<file path="src/rtl/alu_pkg.sv">
package alu_pkg;
  typedef enum logic [1:0] {
    CLS_SHIFT = 2'b00,
    CLS_SLT   = 2'b01,
    CLS_ARITH = 2'b10,
    CLS_LOGIC = 2'b11
  } fclass_e;

  typedef enum logic [1:0] {
    LOP_AND = 2'b00,
    LOP_OR  = 2'b01,
    LOP_XOR = 2'b10,
    LOP_NOR = 2'b11
  } lop_e;

  typedef enum logic [1:0] {
    SH_NONE = 2'b00,
    SH_SLL  = 2'b01,
    SH_SRL  = 2'b10,
    SH_SRA  = 2'b11
  } shop_e;
endpackage

</file>
<file path="src/rtl/alu_prefix_add.sv">
module alu_prefix_add #(
  parameter int W = 32
) (
  input  logic [W-1:0] a_i,
  input  logic [W-1:0] b_i,
  input  logic         cin_i,
  output logic [W-1:0] sum_o,
  output logic         co_o
);
  // carry-in becomes position 0 of an extended (W+1)-wide prefix problem
  localparam int N = W + 1;
  localparam int L = $clog2(N);

  logic [W-1:0] hp;
  assign hp = a_i ^ b_i;

  for (genvar l = 0; l <= L; l++) begin : g_lv
    logic [N-1:0] g;
    logic [N-1:0] p;
    if (l == 0) begin : g_init
      assign g = {a_i & b_i, cin_i};
      assign p = {hp, 1'b0};
    end else begin : g_comb
      for (genvar i = 0; i < N; i++) begin : g_bit
        localparam int S = l - 1;
        if (((i >> S) & 1) == 1) begin : g_op
          localparam int J = ((i >> S) << S) - 1;
          assign g[i] = g_lv[l-1].g[i] | (g_lv[l-1].p[i] & g_lv[l-1].g[J]);
          assign p[i] = g_lv[l-1].p[i] & g_lv[l-1].p[J];
        end else begin : g_pass
          assign g[i] = g_lv[l-1].g[i];
          assign p[i] = g_lv[l-1].p[i];
        end
      end
    end
  end

  assign sum_o = hp ^ g_lv[L].g[W-1:0];
  assign co_o  = g_lv[L].g[W];

  always_comb begin
    assert_prefix_sum_R2: assert ({co_o, sum_o} == ({1'b0, a_i} + {1'b0, b_i} + {{W{1'b0}}, cin_i}))
      else $error("prefix adder sum mismatch");
  end
endmodule

</file>
<file path="src/rtl/alu_logic.sv">
module alu_logic #(
  parameter int W = 32
) (
  input  logic [W-1:0] a_i,
  input  logic [W-1:0] b_i,
  input  logic [1:0]   op_i,
  output logic [W-1:0] y_o
);
  import alu_pkg::*;

  always_comb begin
    unique case (lop_e'(op_i))
      LOP_AND: y_o = a_i & b_i;
      LOP_OR:  y_o = a_i | b_i;
      LOP_XOR: y_o = a_i ^ b_i;
      default: y_o = ~(a_i | b_i);
    endcase
  end

  always_comb begin
    if (op_i == LOP_NOR)
      assert_nor_disjoint_R5: assert ((y_o & (a_i | b_i)) == '0 && (y_o | a_i | b_i) == '1)
        else $error("NOR result overlaps operands");
  end
endmodule

</file>
<file path="src/rtl/alu_shifter.sv">
module alu_shifter #(
  parameter int W  = 32,
  parameter int LG = $clog2(W)
) (
  input  logic [W-1:0]  d_i,
  input  logic [LG-1:0] amt_i,
  input  logic [1:0]    op_i,
  output logic [W-1:0]  d_o
);
  import alu_pkg::*;

  logic [LG-1:0] ea;
  logic          left;
  logic          fill;

  assign ea   = (op_i == SH_NONE) ? '0 : amt_i;
  assign left = (op_i == SH_SLL);
  assign fill = (op_i == SH_SRA) & d_i[W-1];

  for (genvar s = 0; s < LG; s++) begin : g_st
    localparam int D = 1 << s;
    logic [W-1:0] prev;
    logic [W-1:0] v;
    if (s == 0) begin : g_first
      assign prev = d_i;
    end else begin : g_next
      assign prev = g_st[s-1].v;
    end
    always_comb begin
      if (!ea[s])   v = prev;
      else if (left) v = {prev[W-1-D:0], {D{1'b0}}};
      else          v = {{D{fill}}, prev[W-1:D]};
    end
  end

  assign d_o = g_st[LG-1].v;

  always_comb begin
    if (ea == '0)
      assert_zero_amt_R10: assert (d_o == d_i) else $error("zero shift altered data");
    if (op_i == SH_SRA && ea != '0)
      assert_sra_fill_R8: assert (d_o[W-1] == d_i[W-1]) else $error("sign fill lost");
    if (op_i == SH_SRL && ea != '0)
      assert_srl_zero_R7: assert (d_o[W-1] == 1'b0) else $error("logical right left msb set");
  end
endmodule

</file>
<file path="src/rtl/mf_alu.sv">
module mf_alu #(
  parameter int W = 32,
  localparam int LG = $clog2(W)
) (
  input  logic [W-1:0]  x_i,
  input  logic [W-1:0]  y_i,
  input  logic [LG-1:0] shamt_i,
  input  logic [1:0]    fclass_i,
  input  logic          sub_i,
  input  logic          sh_var_i,
  input  logic [1:0]    sh_op_i,
  input  logic [1:0]    lop_i,
  output logic [W-1:0]  result_o,
  output logic          carry_o
);
  import alu_pkg::*;

  logic          do_sub;
  logic [W-1:0]  y_eff;
  logic [W-1:0]  sum;
  logic          co;
  logic [W-1:0]  lres;
  logic [W-1:0]  sres;
  logic [LG-1:0] amt;
  logic          ovf;
  logic          less;

  assign do_sub = sub_i | (fclass_i == CLS_SLT);
  assign y_eff  = do_sub ? ~y_i : y_i;

  alu_prefix_add #(.W(W)) u_add (
    .a_i(x_i), .b_i(y_eff), .cin_i(do_sub), .sum_o(sum), .co_o(co)
  );

  alu_logic #(.W(W)) u_log (
    .a_i(x_i), .b_i(y_i), .op_i(lop_i), .y_o(lres)
  );

  assign amt = sh_var_i ? x_i[LG-1:0] : shamt_i;

  alu_shifter #(.W(W)) u_sh (
    .d_i(y_i), .amt_i(amt), .op_i(sh_op_i), .d_o(sres)
  );

  // signed overflow: equal operand signs, result sign differs
  assign ovf  = (x_i[W-1] == y_eff[W-1]) & (sum[W-1] != x_i[W-1]);
  assign less = sum[W-1] ^ ovf;

  always_comb begin
    unique case (fclass_e'(fclass_i))
      CLS_SHIFT: result_o = sres;
      CLS_SLT:   result_o = {{(W-1){1'b0}}, less};
      CLS_ARITH: result_o = sum;
      default:   result_o = lres;
    endcase
  end

  assign carry_o = co;

  always_comb begin
    if (fclass_i == CLS_SLT)
      assert_slt_signed_R6: assert (result_o == (($signed(x_i) < $signed(y_i)) ? 1 : 0))
        else $error("set-less-than wrong");
    if (fclass_i == CLS_ARITH && sub_i)
      assert_sub_diff_R3: assert (result_o == x_i - y_i) else $error("difference wrong");
  end
endmodule

</file>
<file path="config.mk">
export PLATFORM = sky130hd
export DESIGN_NAME = mf_alu
export DESIGN_NICKNAME = d
export VERILOG_FILES = /design/src/rtl/alu_pkg.sv /design/src/rtl/alu_prefix_add.sv /design/src/rtl/alu_logic.sv /design/src/rtl/alu_shifter.sv /design/src/rtl/mf_alu.sv
export SDC_FILE = /design/constraint.sdc
export NUM_CORES = 1
export LEC_CHECK = 0
export BUFFER_PORTS_ARGS = -buffer_cell sky130_fd_sc_hd__buf_2
export CELL_PAD_IN_SITES_DETAIL_PLACEMENT = 1
export CELL_PAD_IN_SITES_GLOBAL_PLACEMENT = 1
export CORE_MARGIN = 2
export CORE_UTILIZATION = 47
export DETAILED_ROUTE_END_ITERATION = 10
export PLACE_DENSITY_LB_ADDON = 0.05
export RECOVER_POWER = 100
export SLEW_MARGIN = 40
export SYNTH_ARGS = -nofsm -noshare
export SYNTH_HDL_FRONTEND = slang
export SYNTH_SLANG_ARGS = --single-unit
</file>
<file path="constraint.sdc">
create_clock -name vclk -period 12.3
set_input_delay 1.845 -clock vclk [all_inputs]
set_output_delay 1.845 -clock vclk [all_outputs]
set_load 0.005 [all_outputs]
</file>
# [After elaboration in Yosys (flattened, before gate mapping)]
# Cells that the tools add are included.
[totals] regBits=0 input_bits=77 out_inout_bits=33
[classes] n_eq_ne=8 mux=15 bitwise_logic=223 n_reduce_logical=3
[ops] op="32-bit two-way mux" count=11
[ops] op="32-bit one-hot mux with 3 select lines" count=2
[ops] op="1-bit bitwise AND" count=132
[ops] op="32-bit XOR" count=3
[ops] op="1-bit OR" count=82
[ops] op="32-bit bitwise AND" count=2
[ops] op="32-bit NOT" count=2
[ops] op="32-bit OR" count=1
[ops] op="5-bit two-way mux" count=2
[ops] op="2-bit by 1-bit equality test with 1-bit output, second input constant" count=3
[ops] op="2-bit equality test, second input constant" count=3
[ops] op="2-bit logical NOT" count=3
[ops] op="1-bit equality test" count=1
[ops] op="1-bit != test" count=1
[ops] op="1-bit XOR" count=1

# [Logic depth before layout (Yosys ltp)]
[logic_depth] depth_word=19 mapped_depth=17

# [Modules after synthesis]
# From an unflattened synthesis, not the netlist that was laid out.
[hier_totals] hier_cells=1350 hier_area_um2=9125.0
[modules_own_cells] mod="alu_shifter" n_inst=1 cells_per_inst=700 area_per_inst_um2=4269.1
[modules_own_cells] mod="alu_logic" n_inst=1 cells_per_inst=306 area_per_inst_um2=2265.9
[modules_own_cells] mod="alu_prefix_add" n_inst=1 cells_per_inst=194 area_per_inst_um2=1519.0
[modules_own_cells] mod="mf_alu" n_inst=1 cells_per_inst=150 area_per_inst_um2=1071.0

# [Worst setup path after synthesis]
# No wires, ideal clock.
[synth_path] path_type="input to output" startpoint="in fclass_i[0]" endpoint="out result_o[31]" arrival_ns=5.381 required_time_ns=10.455 path_slack_ns=5.074 path_stages=17 cell_sequence="nor2b_1 nor2_1 buf_1 xnor2_1 ha_1 nand4_1 or2_2 nor3_1 o21ai_1 a21boi_1 a31oi_1 a21oi_1 nor2_1 fa_1 o21ai_0 a22oi_1 nand3_1"
[synth_between] elab_chain_cells=16 elab_cells_between_ends=97 classes_between="eq/ne (2); mux (2); bitwise (92); reduce/logical (1)"
[synth_rtl] element="start, declared" line="mf_alu.sv:8" text="input logic [1:0] fclass_i,"
[synth_rtl] element="2-bit by 1-bit equality test with 1-bit output" line="mf_alu.sv:28, mf_alu.sv:50"
[synth_rtl] element="1-bit OR" line="mf_alu.sv:28" text="assign do_sub = sub_i | (fclass_i == CLS_SLT);"
[synth_rtl] element="32-bit two-way mux" line="mf_alu.sv:29" text="assign y_eff = do_sub ? ~y_i : y_i;"
[synth_rtl] element="32-bit XOR" line="alu_prefix_add.sv:15" text="assign hp = a_i ^ b_i;"
[synth_rtl] element="1-bit bitwise AND" line="alu_prefix_add.sv:28" text="assign g[i] = g_lv[l-1].g[i] | (g_lv[l-1].p[i] & g_lv[l-1].g[J]);"
[synth_rtl] element="1-bit OR" line="alu_prefix_add.sv:28"
[synth_rtl] element="1-bit bitwise AND" line="alu_prefix_add.sv:28"
[synth_rtl] element="1-bit OR" line="alu_prefix_add.sv:28"
[synth_rtl] element="1-bit bitwise AND" line="alu_prefix_add.sv:28"
[synth_rtl] element="1-bit OR" line="alu_prefix_add.sv:28"
[synth_rtl] element="1-bit bitwise AND" line="alu_prefix_add.sv:28"
[synth_rtl] element="1-bit OR" line="alu_prefix_add.sv:28"
[synth_rtl] element="1-bit bitwise AND" line="alu_prefix_add.sv:28"
[synth_rtl] element="1-bit OR" line="alu_prefix_add.sv:28"
[synth_rtl] element="32-bit XOR" line="alu_prefix_add.sv:38" text="assign sum_o = hp ^ g_lv[L].g[W-1:0];"
[synth_rtl] element="32-bit one-hot mux with 3 select lines (*)" line="mf_alu.sv:50" text="unique case (fclass_e'(fclass_i))"
[synth_rtl] element="end, declared" line="mf_alu.sv:13" text="output logic [W-1:0] result_o,"
# Mark *: on every way between the ends. The rest lies on a longest branch, timed or not.

# [Worst setup path in the final report]
[layout_path] startpoint="in sh_op_i[1]" endpoint="out result_o[0]"
[layout_between] elab_chain_cells=12 elab_cells_between_ends=14 classes_between="eq/ne (1); mux (12); reduce/logical (1)"
[layout_rtl] element="start, declared" line="mf_alu.sv:11" text="input logic [1:0] sh_op_i,"
[layout_rtl] element="2-bit by 1-bit equality test with 1-bit output or 2-bit logical NOT (tied branches)" line="alu_shifter.sv:17, alu_shifter.sv:16"
[layout_rtl] element="32-bit two-way mux or 5-bit two-way mux (tied branches)" line="alu_shifter.sv:31, alu_shifter.sv:16"
[layout_rtl] element="32-bit two-way mux" line="alu_shifter.sv:30" text="if (!ea[s]) v = prev;"
[layout_rtl] element="32-bit two-way mux" line="alu_shifter.sv:31" text="else if (left) v = {prev[W-1-D:0], {D{1'b0}}};"
[layout_rtl] element="32-bit two-way mux" line="alu_shifter.sv:30"
[layout_rtl] element="32-bit two-way mux" line="alu_shifter.sv:31"
[layout_rtl] element="32-bit two-way mux" line="alu_shifter.sv:30"
[layout_rtl] element="32-bit two-way mux" line="alu_shifter.sv:31"
[layout_rtl] element="32-bit two-way mux" line="alu_shifter.sv:30"
[layout_rtl] element="32-bit two-way mux" line="alu_shifter.sv:31"
[layout_rtl] element="32-bit two-way mux (*)" line="alu_shifter.sv:30"
[layout_rtl] element="32-bit one-hot mux with 3 select lines (*)" line="mf_alu.sv:50"
# Marked as above.

==> flow_metrics.env <==
export IMPL_hold_viol=0
export IMPL_initial_core_util_pct=48.0
export IMPL_path_buf_inv=4
export IMPL_max_slew_margin_pct=-144
export IMPL_antenna_found_initial=1
export IMPL_synth_top_cell_area_share_pct=15.0
export IMPL_vias_per_cell=7.07
export IMPL_ys_warn_count=0
export IMPL_cap_violations=2
export IMPL_nets=1446
export IMPL_path_max_fanout=65
export IMPL_die_w_um=134
export IMPL_end_kind="output port"
export IMPL_synth_area_sq_um=7930
export IMPL_drt_initial_drc_count=1190
export IMPL_num_clock_buffers=0
export IMPL_first_global_vias=10205
export IMPL_violations="capacitance limit, slew limit"
export IMPL_cp_arrival_ps=8260
export IMPL_critPathMaxStageDelay_ps=2580
export IMPL_min_to="result_o[25]"
export IMPL_fp_dieH_um=134
export IMPL_criticalPathCategory="input pin to output port"
export IMPL_rows=47
export IMPL_yosysMostFrequentCell="nand2_1"
export IMPL_area_growth_pct=6.64
export IMPL_fmax_mhz=99.0
export IMPL_drive_above_1_share_pct=12.1
export IMPL_seqCellArea_sq_um=0
export IMPL_fillers=2325
export IMPL_crit_chain="buf_2 -> buf_4 -> nand2b_2 -> clkbuf_1 -> nor2_1 -> a221oi_1 -> nor2_1 -> o32ai_1 -> or2_2 -> o311ai_0 -> buf_2"
export IMPL_hp_class="input pin to output port"
export IMPL_grt_pass1_wl_um=60300
export IMPL_grt_overflow_total=0
export IMPL_drt_pass1_iter_count=7
export IMPL_seq_cells=0
export IMPL_yosysUniqueCellTypes=82
export IMPL_leakage_nw=3.72
export IMPL_drv_slew=82
export IMPL_grt_max_degree=92
export IMPL_period_minus_slack_ps=10100
export IMPL_status="finished with violations"
export IMPL_yosysSeqAreaShare_pct=0
export IMPL_routed_wl_um=40200
export IMPL_synth_fp_nets=1409
export IMPL_powerDensity_nw_per_um2=62.3
export IMPL_ir_drop_mv=0.0505
export IMPL_rsz0062_at_grt="no"
export IMPL_hold_depth=5
export IMPL_worstMarginPinSlew_ps=3660
export IMPL_critPathLaunchType="input pin"
export IMPL_synthCells=1232
export IMPL_hpwl_um=31100
export IMPL_die_area_sq_um=17900
export IMPL_timing_setup_tns_ps=0
export IMPL_final_cells=1488
export IMPL_hp_start="x_i[25]"
export IMPL_setup_viol=0
export IMPL_track_usage_pct=43.1
export IMPL_cpLargestDelayFamily="buffers and inverters"
export IMPL_io_pins=110
export IMPL_yosys_area_top_type="ha_1"
export IMPL_cts_resized=0
export IMPL_drtAntennaViolNets=0
export IMPL_crit_path_top_delay_cell="clkbuf_1"
export IMPL_synth_area_top_cells="ha_1, o21ai_0, nand2_1, a21oi_1, inv_1"
export IMPL_synth_common_cells="nand2_1, o21ai_0, inv_1, ha_1, a21oi_1"
export IMPL_required_ps=10450
export IMPL_drc_errors=0
export IMPL_core_area_sq_um=16500
export IMPL_post_route_period_util_pct=82.1
export IMPL_synth_avg_cell_area_sq_um=6.44
export IMPL_place_congestion=1.09
export IMPL_wire_per_inst_um=27.0
export IMPL_port_buffer_count=110
export IMPL_place_inst=1487
export IMPL_cts_hold_buf=0
export IMPL_via_count=10524
export IMPL_cts_setup_buffers=0
==> power breakdown <==
| part | switching (W) | leakage (nW) | internal (W) |
|---|---|---|---|
| combinational | 0.000350 | 3.72 | 0.000176 |
| sequential | 0 | 0 | 0 |
| clock | 0 | 0.00000518 | 0.0000000000184 |
| total | 0.000350 | 3.72 | 0.000176 |
==> cells by family (layout without fill, tap and decap cells) <==
group | Yosys count | in the layout | synth area share [%]
fa+ha+maj | 100 | 100 | 16.2
compound gates | 487 | 487 | 41.1
buf+inv | 193 | 228 | 10.1
simple gates | 355 | 355 | 20.4
xor+xnor | 51 | 51 | 5.63
other cells | 0 | 1 | 0
mux | 46 | 46 | 6.50
==> cells in the final DEF, fill, tap and decap left out, types with 11 or more instances in the layout <==
cell      netlist  final
mux2i_1        36     36
buf_2          24     93
nor3_1         23     22
o221ai_1       17     17
a22oi_1        14     14
buf_4           5     13
xor2_1         11     11
a21oi_1        89     89
nor2_1         87     86
ha_1           95     95
nand3_1        24     24
a31oi_1        24     24
a21o_1         12     12
inv_1         102    102
clkbuf_1       49     16
a211oi_1       26     26
o21ai_1        14     13
o21ai_0       132    133
nand2_1       155    154
xnor2_1        40     40
o22ai_1        33     33
o211ai_1       27     28
==> how the worst max path moves through the flow <==
stage,start,end,cells past startpoint
after CTS,fclass_i[0],result_o[31],19
after detailed placement,fclass_i[0],result_o[31],19
after global placement,fclass_i[0],result_o[31],18
final,sh_op_i[1],result_o[0],11
after floorplan,fclass_i[0],result_o[31],17
after global routing,sh_op_i[1],result_o[25],12
==> area by class of cell <==
cell class	count	area [sq um]	share of cell area (%)
diodes	1	2.50	0.0296
inverters	102	383	4.53
multi-input cells	1039	7140	84.4
well taps	220	275	3.25
repair buffers	126	658	7.78
==> metal layers <==
metal | wire length (um) | track usage (%) | vias up
li1 | - | - | 4604
met1 | 15800 | 55.8 | 5062
met2 | 16900 | 66.5 | 698
met3 | 4410 | 7.97 | 160
met4 | 3000 | 25.9 | 0
met5 | 0 | 0 | -
==> stage by stage <==
stage | worst slack (ps) | cell area (sq um) | utilization (%) | total power [W] | hold slack (ps)
3_5_place_dp | 3910 | 8500 | 51.4 | 0.000507 | 4330
3_3_place_gp | 3790 | 8470 | 51.3 | 0.000494 | 4330
5_1_grt | 2190 | 8460 | 51.2 | 0.000557 | 4390
4_1_cts | 3890 | 8500 | 51.4 | 0.000509 | 4330
6_report | 2200 | 8460 | 51.2 | 0.000527 | 4330
2_1_floorplan | 5070 | 7930 | - | 0.000327 | 3860
Note: power is estimated with default switching activity, not from simulation.
